`src/rtl/ild_pkg.sv`:
```
package ild_pkg;

  typedef enum logic [2:0] {
    ST_PFX,
    ST_OPC,
    ST_MODRM,
    ST_SIB,
    ST_DISP,
    ST_IMM
  } ild_state_e;

  typedef enum logic [1:0] {
    IMM_NONE,
    IMM_B,
    IMM_W,
    IMM_Z
  } imm_kind_e;

endpackage

```
`src/rtl/ild_pfx_det.sv`:
```
module ild_pfx_det (
  input  logic [7:0] byte_i,
  output logic       hit_o,
  output logic       osz_o,
  output logic       asz_o
);
  localparam int NUM_PFX = 9;
  localparam logic [7:0] PFX_TBL [NUM_PFX] = '{
    8'hF0, 8'hF2, 8'hF3, 8'h26, 8'h2E, 8'h36, 8'h3E, 8'h66, 8'h67
  };

  logic [NUM_PFX-1:0] match;

  for (genvar g = 0; g < NUM_PFX; g++) begin : g_cmp
    assign match[g] = (byte_i == PFX_TBL[g]);
  end

  assign hit_o = |match;
  assign osz_o = (byte_i == 8'h66);
  assign asz_o = (byte_i == 8'h67);
endmodule

```
`src/rtl/ild_opc_lut.sv`:
```
module ild_opc_lut
  import ild_pkg::*;
(
  input  logic       esc_i,
  input  logic [7:0] op_i,
  input  logic       osz_i,
  output logic       modrm_o,
  output logic [2:0] imm_len_o
);
  imm_kind_e kind;

  always_comb begin
    modrm_o = 1'b0;
    kind    = IMM_NONE;
    if (esc_i) begin
      case (op_i) inside
        [8'h80:8'h8F]:        kind = IMM_Z;
        8'hAF, 8'hB6, 8'hB7:  modrm_o = 1'b1;
        8'hBA:                begin modrm_o = 1'b1; kind = IMM_B; end
        8'hC7:                begin modrm_o = 1'b1; kind = IMM_Z; end
        default: ;
      endcase
    end else if (op_i[7:6] == 2'b00) begin
      case (op_i[2:0])
        3'd0, 3'd1, 3'd2, 3'd3: modrm_o = 1'b1;
        3'd4:                   kind = IMM_B;
        3'd5:                   kind = IMM_Z;
        default: ;
      endcase
    end else begin
      case (op_i) inside
        8'h80, 8'h83, 8'hC6:  begin modrm_o = 1'b1; kind = IMM_B; end
        8'h81, 8'hC7:         begin modrm_o = 1'b1; kind = IMM_Z; end
        [8'h88:8'h8B]:        modrm_o = 1'b1;
        [8'hB0:8'hB7], 8'hEB: kind = IMM_B;
        [8'hB8:8'hBF]:        kind = IMM_Z;
        8'hE8, 8'hE9:         kind = IMM_Z;
        8'hC2:                kind = IMM_W;
        default: ;
      endcase
    end
  end

  always_comb begin
    unique case (kind)
      IMM_B:   imm_len_o = 3'd1;
      IMM_W:   imm_len_o = 3'd2;
      IMM_Z:   imm_len_o = osz_i ? 3'd2 : 3'd4;
      default: imm_len_o = 3'd0;
    endcase
  end
endmodule

```
`src/rtl/ild_seq.sv`:
```
module ild_seq
  import ild_pkg::*;
#(
  parameter int         MAX_LEN = 15,
  parameter int         MAX_PFX = 4,
  parameter logic [7:0] ESC_OPC = 8'h0F,
  parameter int         LEN_W   = 4,
  parameter int         PFX_W   = 3
) (
  input  logic             clk_i,
  input  logic             rst_ni,
  input  logic [7:0]       byte_i,
  input  logic             acc_i,
  input  logic             pfx_hit_i,
  input  logic             osz_hit_i,
  input  logic             asz_hit_i,
  input  logic             lut_modrm_i,
  input  logic [2:0]       lut_imm_i,
  output logic             lut_esc_o,
  output logic             osz_o,
  output logic             ready_o,
  output logic             rec_vld_o,
  output logic [LEN_W-1:0] rec_len_o,
  output logic [PFX_W-1:0] rec_pfx_o,
  output logic             rec_esc_o,
  output logic [7:0]       rec_opc_o,
  output logic             rec_modrm_vld_o,
  output logic [7:0]       rec_modrm_o,
  output logic             rec_sib_vld_o,
  output logic [2:0]       rec_disp_o,
  output logic [2:0]       rec_imm_o,
  output logic             rec_len_err_o,
  output logic             rec_scale_rsv_o
);
  ild_state_e       state_q, n_state;
  logic [LEN_W-1:0] len_q, n_len;
  logic [PFX_W-1:0] pfx_q, n_pfx;
  logic             esc_q, n_esc;
  logic [7:0]       opc_q, n_opc;
  logic             mv_q, n_mv;
  logic [7:0]       modrm_q, n_modrm;
  logic             sib_q, n_sib;
  logic [2:0]       disp_q, n_disp;
  logic [2:0]       imm_q, n_imm;
  logic [2:0]       rem_q, n_rem;
  logic             osz_q, n_osz;
  logic             asz_q, n_asz;
  logic             srsv_q, n_srsv;
  logic             take_opc, done, err, sib_nx, rdy_q;
  logic [2:0]       dl;

  assign lut_esc_o = (state_q == ST_OPC);
  assign osz_o     = osz_q;
  assign ready_o   = rdy_q;

  always_comb begin
    n_state  = state_q;
    n_len    = len_q + LEN_W'(1);
    n_pfx    = pfx_q;
    n_esc    = esc_q;
    n_opc    = opc_q;
    n_mv     = mv_q;
    n_modrm  = modrm_q;
    n_sib    = sib_q;
    n_disp   = disp_q;
    n_imm    = imm_q;
    n_rem    = rem_q;
    n_osz    = osz_q;
    n_asz    = asz_q;
    n_srsv   = srsv_q;
    take_opc = 1'b0;
    done     = 1'b0;
    err      = 1'b0;
    sib_nx   = 1'b0;
    dl       = 3'd0;
    unique case (state_q)
      ST_PFX: begin
        if (pfx_hit_i) begin
          if (pfx_q == PFX_W'(MAX_PFX)) begin
            done = 1'b1;
            err  = 1'b1;
          end else begin
            n_pfx = pfx_q + PFX_W'(1);
            n_osz = osz_q | osz_hit_i;
            n_asz = asz_q | asz_hit_i;
          end
        end else if (byte_i == ESC_OPC) begin
          n_esc   = 1'b1;
          n_state = ST_OPC;
        end else begin
          take_opc = 1'b1;
        end
      end
      ST_OPC: take_opc = 1'b1;
      ST_MODRM: begin
        n_mv    = 1'b1;
        n_modrm = byte_i;
        case (byte_i[7:6])
          2'b01: dl = 3'd1;
          2'b10: begin
            sib_nx = 1'b1;
            dl     = asz_q ? 3'd2 : 3'd4;
          end
          default: ;
        endcase
        n_sib  = sib_nx;
        n_disp = dl;
        if (sib_nx) begin
          n_state = ST_SIB;
        end else if (dl != 3'd0) begin
          n_state = ST_DISP;
          n_rem   = dl;
        end else if (imm_q != 3'd0) begin
          n_state = ST_IMM;
          n_rem   = imm_q;
        end else begin
          done = 1'b1;
        end
      end
      ST_SIB: begin
        n_srsv  = (byte_i[7:6] == 2'b11);
        n_state = ST_DISP;
        n_rem   = disp_q;
      end
      ST_DISP: begin
        if (rem_q == 3'd1) begin
          if (imm_q != 3'd0) begin
            n_state = ST_IMM;
            n_rem   = imm_q;
          end else begin
            done = 1'b1;
          end
        end else begin
          n_rem = rem_q - 3'd1;
        end
      end
      ST_IMM: begin
        if (rem_q == 3'd1) done = 1'b1;
        else               n_rem = rem_q - 3'd1;
      end
      default: n_state = ST_PFX;
    endcase

    if (take_opc) begin
      n_opc = byte_i;
      n_imm = lut_imm_i;
      if (lut_modrm_i) begin
        n_state = ST_MODRM;
      end else if (lut_imm_i != 3'd0) begin
        n_state = ST_IMM;
        n_rem   = lut_imm_i;
      end else begin
        done = 1'b1;
      end
    end

    // cap: the byte that reaches MAX_LEN must also close the instruction
    if (!done && n_len == LEN_W'(MAX_LEN)) begin
      done = 1'b1;
      err  = 1'b1;
    end
  end

  always_ff @(posedge clk_i or negedge rst_ni) begin
    if (!rst_ni) begin
      rdy_q           <= 1'b0;
      state_q         <= ST_PFX;
      len_q           <= '0;
      pfx_q           <= '0;
      esc_q           <= 1'b0;
      opc_q           <= '0;
      mv_q            <= 1'b0;
      modrm_q         <= '0;
      sib_q           <= 1'b0;
      disp_q          <= '0;
      imm_q           <= '0;
      rem_q           <= '0;
      osz_q           <= 1'b0;
      asz_q           <= 1'b0;
      srsv_q          <= 1'b0;
      rec_vld_o       <= 1'b0;
      rec_len_o       <= '0;
      rec_pfx_o       <= '0;
      rec_esc_o       <= 1'b0;
      rec_opc_o       <= '0;
      rec_modrm_vld_o <= 1'b0;
      rec_modrm_o     <= '0;
      rec_sib_vld_o   <= 1'b0;
      rec_disp_o      <= '0;
      rec_imm_o       <= '0;
      rec_len_err_o   <= 1'b0;
      rec_scale_rsv_o <= 1'b0;
    end else begin
      rdy_q     <= 1'b1;
      rec_vld_o <= acc_i && done;
      if (acc_i) begin
        if (done) begin
          rec_len_o       <= n_len;
          rec_pfx_o       <= n_pfx;
          rec_esc_o       <= n_esc;
          rec_opc_o       <= n_opc;
          rec_modrm_vld_o <= n_mv;
          rec_modrm_o     <= n_modrm;
          rec_sib_vld_o   <= n_sib;
          rec_disp_o      <= n_disp;
          rec_imm_o       <= n_imm;
          rec_len_err_o   <= err;
          rec_scale_rsv_o <= n_srsv;
          state_q         <= ST_PFX;
          len_q           <= '0;
          pfx_q           <= '0;
          esc_q           <= 1'b0;
          opc_q           <= '0;
          mv_q            <= 1'b0;
          modrm_q         <= '0;
          sib_q           <= 1'b0;
          disp_q          <= '0;
          imm_q           <= '0;
          rem_q           <= '0;
          osz_q           <= 1'b0;
          asz_q           <= 1'b0;
          srsv_q          <= 1'b0;
        end else begin
          state_q <= n_state;
          len_q   <= n_len;
          pfx_q   <= n_pfx;
          esc_q   <= n_esc;
          opc_q   <= n_opc;
          mv_q    <= n_mv;
          modrm_q <= n_modrm;
          sib_q   <= n_sib;
          disp_q  <= n_disp;
          imm_q   <= n_imm;
          rem_q   <= n_rem;
          osz_q   <= n_osz;
          asz_q   <= n_asz;
          srsv_q  <= n_srsv;
        end
      end
    end
  end

  logic [5:0] fld_sum;
  assign fld_sum = 6'(rec_pfx_o) + 6'd1 + 6'(rec_esc_o) + 6'(rec_modrm_vld_o)
                 + 6'(rec_sib_vld_o) + 6'(rec_disp_o) + 6'(rec_imm_o);


  rdy_hold_chk: assert property (@(posedge clk_i) disable iff (!rst_ni)
    $past(rst_ni) |-> ready_o);

  rec_src_chk: assert property (@(posedge clk_i) disable iff (!rst_ni)
    rec_vld_o |-> $past(acc_i));

  len_cap_chk: assert property (@(posedge clk_i) disable iff (!rst_ni)
    rec_vld_o |-> (rec_len_o >= LEN_W'(1) && rec_len_o <= LEN_W'(MAX_LEN)));

  pfx_max_chk: assert property (@(posedge clk_i) disable iff (!rst_ni)
    rec_vld_o |-> rec_pfx_o <= PFX_W'(MAX_PFX));

  sib_mode_chk: assert property (@(posedge clk_i) disable iff (!rst_ni)
    (rec_vld_o && rec_sib_vld_o) |-> (rec_modrm_vld_o && rec_modrm_o[7:6] == 2'b10));

  len_sum_chk: assert property (@(posedge clk_i) disable iff (!rst_ni)
    (rec_vld_o && !rec_len_err_o) |-> fld_sum == 6'(rec_len_o));
endmodule

```
`src/rtl/ild_scan.sv`:
```
module ild_scan #(
  parameter int         MAX_LEN = 15,
  parameter int         MAX_PFX = 4,
  parameter logic [7:0] ESC_OPC = 8'h0F,
  localparam int        LEN_W   = $clog2(MAX_LEN + 1),
  localparam int        PFX_W   = $clog2(MAX_PFX + 1)
) (
  input  logic             clk_i,
  input  logic             rst_ni,
  input  logic [7:0]       byte_i,
  input  logic             valid_i,
  output logic             ready_o,
  output logic             rec_vld_o,
  output logic [LEN_W-1:0] rec_len_o,
  output logic [PFX_W-1:0] rec_pfx_o,
  output logic             rec_esc_o,
  output logic [7:0]       rec_opc_o,
  output logic             rec_modrm_vld_o,
  output logic [7:0]       rec_modrm_o,
  output logic             rec_sib_vld_o,
  output logic [2:0]       rec_disp_o,
  output logic [2:0]       rec_imm_o,
  output logic             rec_len_err_o,
  output logic             rec_scale_rsv_o
);
  logic       acc, pfx_hit, osz_hit, asz_hit;
  logic       lut_esc, lut_osz, lut_modrm;
  logic [2:0] lut_imm;

  assign acc = valid_i && ready_o;

  ild_pfx_det i_pfx (
    .byte_i (byte_i),
    .hit_o  (pfx_hit),
    .osz_o  (osz_hit),
    .asz_o  (asz_hit)
  );

  ild_opc_lut i_lut (
    .esc_i     (lut_esc),
    .op_i      (byte_i),
    .osz_i     (lut_osz),
    .modrm_o   (lut_modrm),
    .imm_len_o (lut_imm)
  );

  ild_seq #(
    .MAX_LEN (MAX_LEN),
    .MAX_PFX (MAX_PFX),
    .ESC_OPC (ESC_OPC),
    .LEN_W   (LEN_W),
    .PFX_W   (PFX_W)
  ) i_seq (
    .clk_i           (clk_i),
    .rst_ni          (rst_ni),
    .byte_i          (byte_i),
    .acc_i           (acc),
    .pfx_hit_i       (pfx_hit),
    .osz_hit_i       (osz_hit),
    .asz_hit_i       (asz_hit),
    .lut_modrm_i     (lut_modrm),
    .lut_imm_i       (lut_imm),
    .lut_esc_o       (lut_esc),
    .osz_o           (lut_osz),
    .ready_o         (ready_o),
    .rec_vld_o       (rec_vld_o),
    .rec_len_o       (rec_len_o),
    .rec_pfx_o       (rec_pfx_o),
    .rec_esc_o       (rec_esc_o),
    .rec_opc_o       (rec_opc_o),
    .rec_modrm_vld_o (rec_modrm_vld_o),
    .rec_modrm_o     (rec_modrm_o),
    .rec_sib_vld_o   (rec_sib_vld_o),
    .rec_disp_o      (rec_disp_o),
    .rec_imm_o       (rec_imm_o),
    .rec_len_err_o   (rec_len_err_o),
    .rec_scale_rsv_o (rec_scale_rsv_o)
  );
endmodule

```
`config.mk`:
```
export PLATFORM = sky130hd
export DESIGN_NAME = ild_scan
export DESIGN_NICKNAME = d
export VERILOG_FILES = /design/src/rtl/ild_pkg.sv /design/src/rtl/ild_pfx_det.sv /design/src/rtl/ild_opc_lut.sv /design/src/rtl/ild_seq.sv /design/src/rtl/ild_scan.sv
export SDC_FILE = /design/constraint.sdc
export NUM_CORES = 1
export LEC_CHECK = 0
export BUFFER_PORTS_ARGS = -buffer_cell sky130_fd_sc_hd__buf_2
export CAP_MARGIN = 5
export CORE_AREA = 8 8 95 97
export CTS_CLUSTER_SIZE = 12
export DETAILED_ROUTE_END_ITERATION = 6
export DIE_AREA = 0 0 103 105
export PLACE_DENSITY = 0.8
export SLEW_MARGIN = 30
export SYNTH_ARGS = -nofsm -noshare
export SYNTH_HDL_FRONTEND = slang
export SYNTH_SLANG_ARGS = --single-unit
export TNS_END_PERCENT = 10
```
`constraint.sdc`:
```
create_clock -name clk_i -period 6.9 [get_ports clk_i]
set_clock_uncertainty 0.1 [all_clocks]
set_input_delay 1.035 -clock clk_i [delete_from_list [all_inputs] [get_ports clk_i]]
set_output_delay 1.035 -clock clk_i [all_outputs]
set_load 0.01 [all_outputs]
```
* Yosys cells after proc, flatten, opt, wreduce, memory -nomap -nowiden
Index checks and enable logic that the tools add are counted.
Operators by class: order comparisons 8, muxes and demuxes 100, add/subtract/negate cells 3, eq/ne operators 43, bitwise logic cells 2, reductions and logical operators 26
Operators with widths (number):
- 8-bit equality test (second input constant) | 16
- 3-bit 2-to-1 mux | 30
- 1-bit 2-to-1 mux | 45
- 8-bit by 6-bit equality test with 1-bit output (second input constant) | 4
- 8-bit greater-or-equal comparator (second input constant) | 4
- 8-bit less-or-equal comparator (second input constant) | 4
- 8-bit 2-to-1 mux | 4
- 2-bit 2-to-1 mux | 13
- 8-bit by 7-bit equality test with 1-bit output (second input constant) | 2
- 3-bit equality test (second input constant) | 5
- 3-bit one-hot mux with 5 select lines | 1
- 3-bit by 2-bit equality test with 1-bit output (second input constant) | 4
- 3-bit one-hot mux with 4 select lines | 1
- 3-bit by 1-bit equality test with 1-bit output (second input constant) | 3
- 3-bit one-hot mux with 3 select lines | 1
- 3-bit nonzero test | 3
- 9-bit OR reduction | 1
- 2-bit equality test (second input constant) | 4
- 8-bit by 4-bit equality test with 1-bit output (second input constant) | 1
- 2-bit OR reduction | 4
- 1-bit logical AND | 7
- 3-bit logical NOT | 2
- 3-bit one-hot mux with 2 select lines | 1
- 3-bit OR reduction | 2
- 17 further kinds | 20
Storage, ports and cells: word-level logic and storage cells 209, register bits 77, output and inout port bits 36

* Depth between registers and ports, before layout
depth in word-level cells 21, depth in mapped cells 13, depth with buffers taken out 10

* Hierarchy
Synthesis repeated with hierarchy kept, for this count alone.
Second synthesis, totals: cell total of the unflattened synthesis 449, area, all modules 4321.6 um^2
By module, submodules not included:
- ild_seq | times used 1, cells an instance 387, area an instance 3885.0 um^2
- ild_opc_lut | times used 1, cells an instance 49, area an instance 350.3 um^2
- ild_pfx_det | times used 1, cells an instance 12, area an instance 80.1 um^2
- ild_scan | times used 1, cells an instance 1, area an instance 6.3 um^2

* Least setup slack after synthesis
No wires, ideal clock.
path kind input port to flip-flop, start input byte_i[2], end register i_seq.rec_imm_o[0], setup time 0.127 ns, required time 6.673 ns, cell stages on the path 9, data arrival time 3.299 ns, setup slack 3.374 ns, cells stage by stage buf_2 -> or4b_2 -> a21oi_1 -> a2111oi_0 -> a211oi_2 -> o21ba_2 -> a41oi_4 -> buf_6 -> mux2_1
On the way: longest elaborated chain between the ends 20
RTL lines:
- start: declaration | RTL line ild_scan.sv:10 | input logic [7:0] byte_i,
- parallel branches: the longest is 20 deep, another holds 8-bit greater-or-equal comparator
- end signal: assignment | RTL line ild_seq.sv:206 | rec_imm_o <= n_imm;
- end: declaration | RTL line ild_seq.sv:31 | output logic [2:0] rec_imm_o,
Parallel ways; which one is timed is not known. A chain may end at the register's enable or synchronous reset.

* Worst setup path in the final report
start input byte_i[6], end register i_seq.rec_modrm_o[3]
On the way: longest elaborated chain between the ends 20
RTL lines:
- parallel branches: the longest is 15 deep, another holds 8-bit greater-or-equal comparator
- 1-bit 2-to-1 mux (*) | RTL line ild_seq.sv:144 | if (take_opc) begin
- 1-bit logical NOT | RTL line ild_seq.sv:158 | if (!done && n_len == LEN_W'(MAX_LEN)) begin
- 1-bit logical AND | RTL line ild_seq.sv:158
- 1-bit 2-to-1 mux (*) | RTL line ild_seq.sv:158
- 2-bit AND reduction (no source line) (*)
- end signal: assignment | RTL line ild_seq.sv:203 | rec_modrm_o <= n_modrm;
- end: declaration | RTL line ild_seq.sv:28 | output logic [7:0] rec_modrm_o,
Every way passes the cells marked *. The select of a mux whose other input is x is not followed.

==> metrics.yaml <==
worst_setup_path:
  cp-end-kind: "flip-flop"
  r2r_cells: 8
  arrival_ns: 4.48
  r2r-end: "i_seq.rec_modrm_o[3]"
  r2r-start: "i_seq.state_q[0]"
  critPathKind: "primary input to flip-flop"
  crit_required_ns: 7.01
  crit_fanout: 33
  crit_end: "i_seq.rec_modrm_o[3]"
  crit_path_start: "byte_i[6]"
  rrSetupSlack_ns: 3.31
  cp-start-kind: "primary input"
detailed_routing:
  vias: 3836
  drt_iter0_markers: 231
  via_per_inst: 6.19
  ant_nets: 0
  drc_errors: 0
  first_pass_iters: 5
  wl_per_cell_microns: 18.4
  routed_wirelength_mm: 11.4
sta:
  fmaxAchievable_ghz: 0.229
  tns_ns: 0
  slew_violations: 0
  min_period_ns: 4.37
  rsz0062_at_grt: "false"
  setup_viol: 0
  max_slew_margin_pct: 41.0
  hold_viol: 0
  tightest_slew_ns: 0.886
  period_share_pct: 63.3
yosys:
  synth_cells: 488
  ys_top_cells_by_count: "77 x dfrtp_1, 55 x nand2_1, 47 x nor2_1"
  synthDominantCellAreaShare_pct: 43.8
  yosysWarningCount: 0
  synth_nets: 510
  yosysTopAreaCell: "dfrtp_1"
  synth_edf_count: 0
  yosysUniqueCellTypes: 74
  synthTopCellsByArea: "dfrtp_1 44%, o21ai_0 5.1%, a22o_1 4.8%"
  async_flop_share_pct: 100
  syn_area_sq_um: 4400
  yosysMostFrequentCell: "dfrtp_1"
  ys_seq_area_share_pct: 43.8
  avgSynthCellArea_sq_um: 9.01
  yosys_most_used_dff: "dfrtp_1"
  ys_ff_latch: 77
clocking:
  numCtsBuffers: 9
  clk_path_buf_depth: 2
  cts_tree: "yes"
  post_cts_buffers: 0
  hold_buffers: 0
  clkSinkCount: 77
  clkTransAtPathRegs_ns: 0.09
  cts_resized: 0
  root_buffer: "clkbuf_8"
  cts_max_level: 3
  insertion_delay_ns: 0.35
pwr:
  ir_worst_vdd_v: 0.000180
  p_leak_nw: 2.22
  power.internal_w: 0.00112
  p_per_area_nw_per_um2: 395
  seqPwrFrac_pct: 37.8
  power_w: 0.00192
  pwr-share-clk_pct: 20.7
  p_sw_share_pct: 41.6
  p_sw_w: 0.000796
  combPwrFrac_pct: 41.5
flow_run:
  maxCapViolations: 0
placement:
  dpl.hpwl_mm: 8.07
  port_buffers: 46
  place_congestion: 0.967
grt:
  antenna_found_initial: 0
  overflow: 0
  gr-usage-all-layers_pct: 21.5
  grt_max_degree: 78
  grt_pass1_wl_mm: 18.6
  grt_pass1_vias: 3618
die:
  fp.dieH_microns: 105
  start_util_pct: 58.4
  io_pins: 47
  rows: 32
  fp.dieW_microns: 103
  coreArea_sq_um: 7530
  die_area_sq_um: 10800
cells_and_area:
  syn_to_final_growth_pct: 10.3
  drive_gt1_share_pct: 15.3
  nets: 535
  antennaDiodeCount: 0
run_status:
  status: "completed"
min_path:
  worstHoldPathType: "flip-flop to flip-flop"
  holdPathStages: 2
==> per-layer routing <==
metal	vias up	share of wire, %	GRT usage, %
met1	1885	45	29.7
met5	-	0	0
met4	0	1.7	7.65
li1	1804	-	-
met3	14	6.7	3.92
met2	133	46	32.7
==> sequential cells by signal, summed over array words and instances (netlist names), 4 cells and up <==
name / cells
i_seq.rec_modrm_o: 8
i_seq.modrm_q: 8
i_seq.rec_len_o: 4
i_seq.rec_opc_o: 8
i_seq.len_q: 4
i_seq.opc_q: 8
==> worst min path at each step <==
stage / from / to / slack (ns)
floorplan: i_seq.srsv_q / i_seq.srsv_q / 0.36
global placement: i_seq.rec_modrm_o[2] / i_seq.rec_modrm_o[2] / 0.36
detailed placement: i_seq.rec_esc_o / i_seq.rec_esc_o / 0.36
CTS: i_seq.rec_modrm_vld_o / i_seq.rec_modrm_vld_o / 0.39
global route: i_seq.rec_pfx_o[0] / i_seq.rec_pfx_o[0] / 0.40
finish: i_seq.rec_len_o[3] / i_seq.rec_len_o[3] / 0.38
==> placed cells by master (no fill, tap or decap), types with 3 or more instances in the layout <==
cell | Yosys | routed
a21o_1 | 3 | 3
a21oi_1 | 33 | 33
a22o_1 | 24 | 24
a31oi_1 | 5 | 5
and2_1 | 4 | 4
buf_2 | 11 | 45
clkbuf_8 | 0 | 9
dfrtp_1 | 77 | 77
ha_1 | 11 | 11
inv_1 | 15 | 15
mux2i_1 | 11 | 11
nand2_1 | 55 | 55
nand2b_1 | 11 | 11
nand3_1 | 8 | 8
nand3b_1 | 3 | 3
nand4_1 | 4 | 4
nor2_1 | 47 | 47
nor2b_1 | 7 | 7
nor3_1 | 12 | 12
o211ai_1 | 3 | 3
o21a_1 | 3 | 3
o21ai_0 | 45 | 45
o22ai_1 | 4 | 4
o31a_1 | 3 | 3
o31ai_1 | 6 | 6
==> cell type report <==
cell class / count / area, sq um
Multi-Input combinational cell: 360 / 2250
Timing Repair Buffer: 48 / 251
Fill cell: 629 / 2680
Clock inverter: 7 / 106
Tap cell: 102 / 128
Clock buffer: 9 / 124
Inverter: 17 / 63.8
Sequential cell: 77 / 1930
==> metrics by stage <==
| step | hold slack, ns | utilization (%) | setup WS (ns) | area, sq um | cells |
|---|---|---|---|---|---|
| after floorplan | 0.360 | - | 3.37 | 4400 | 488 |
| after global placement | 0.358 | 61.3 | 2.24 | 4620 | 604 |
| after detailed placement | 0.360 | 61.3 | 2.19 | 4620 | 604 |
| after CTS | 0.385 | 64.4 | 2.58 | 4850 | 620 |
| after global routing | 0.405 | 64.4 | 2.20 | 4850 | 620 |
| final | 0.380 | 64.4 | 2.53 | 4850 | 620 |
==> kinds of logic (layout without fill, tap and decap cells) <==
kind of cell    count (synthesis)  in the layout  share of synthesized area, %
simple gates                  172            172                          19.3
compound gates                160            160                          24.9
flops                          77             77                          43.8
buf+inv                        51             81                          5.15
mux                            13             13                          3.01
fa+ha+maj                      11             11                          3.13
xor+xnor                        3              3                         0.597
other cells                     1              1                        0.0852
==> power groups by stage <==
stage | Combinational, W | Clock (W) | Sequential, W
floorplan | 0.000558 | 0 | 0.000726
global placement | 0.000781 | 0 | 0.000724
detailed placement | 0.000793 | 0 | 0.000729
CTS | 0.000796 | 0.000399 | 0.000720
global route | 0.000883 | 0.000414 | 0.000743
finish | 0.000795 | 0.000397 | 0.000724
==> worst max-delay path, stage by stage <==
cell and delay, ns:
buf_2 0.15, inv_1 0.10, ha_1 0.62, nand2b_1 0.26, o41ai_2 0.26, a41oi_1 0.21
a211oi_2 0.39, o21ba_2 0.24, a41oi_4 0.62, buf_4 0.40, o21ai_0 0.15
(Power assumes the default switching activity.)
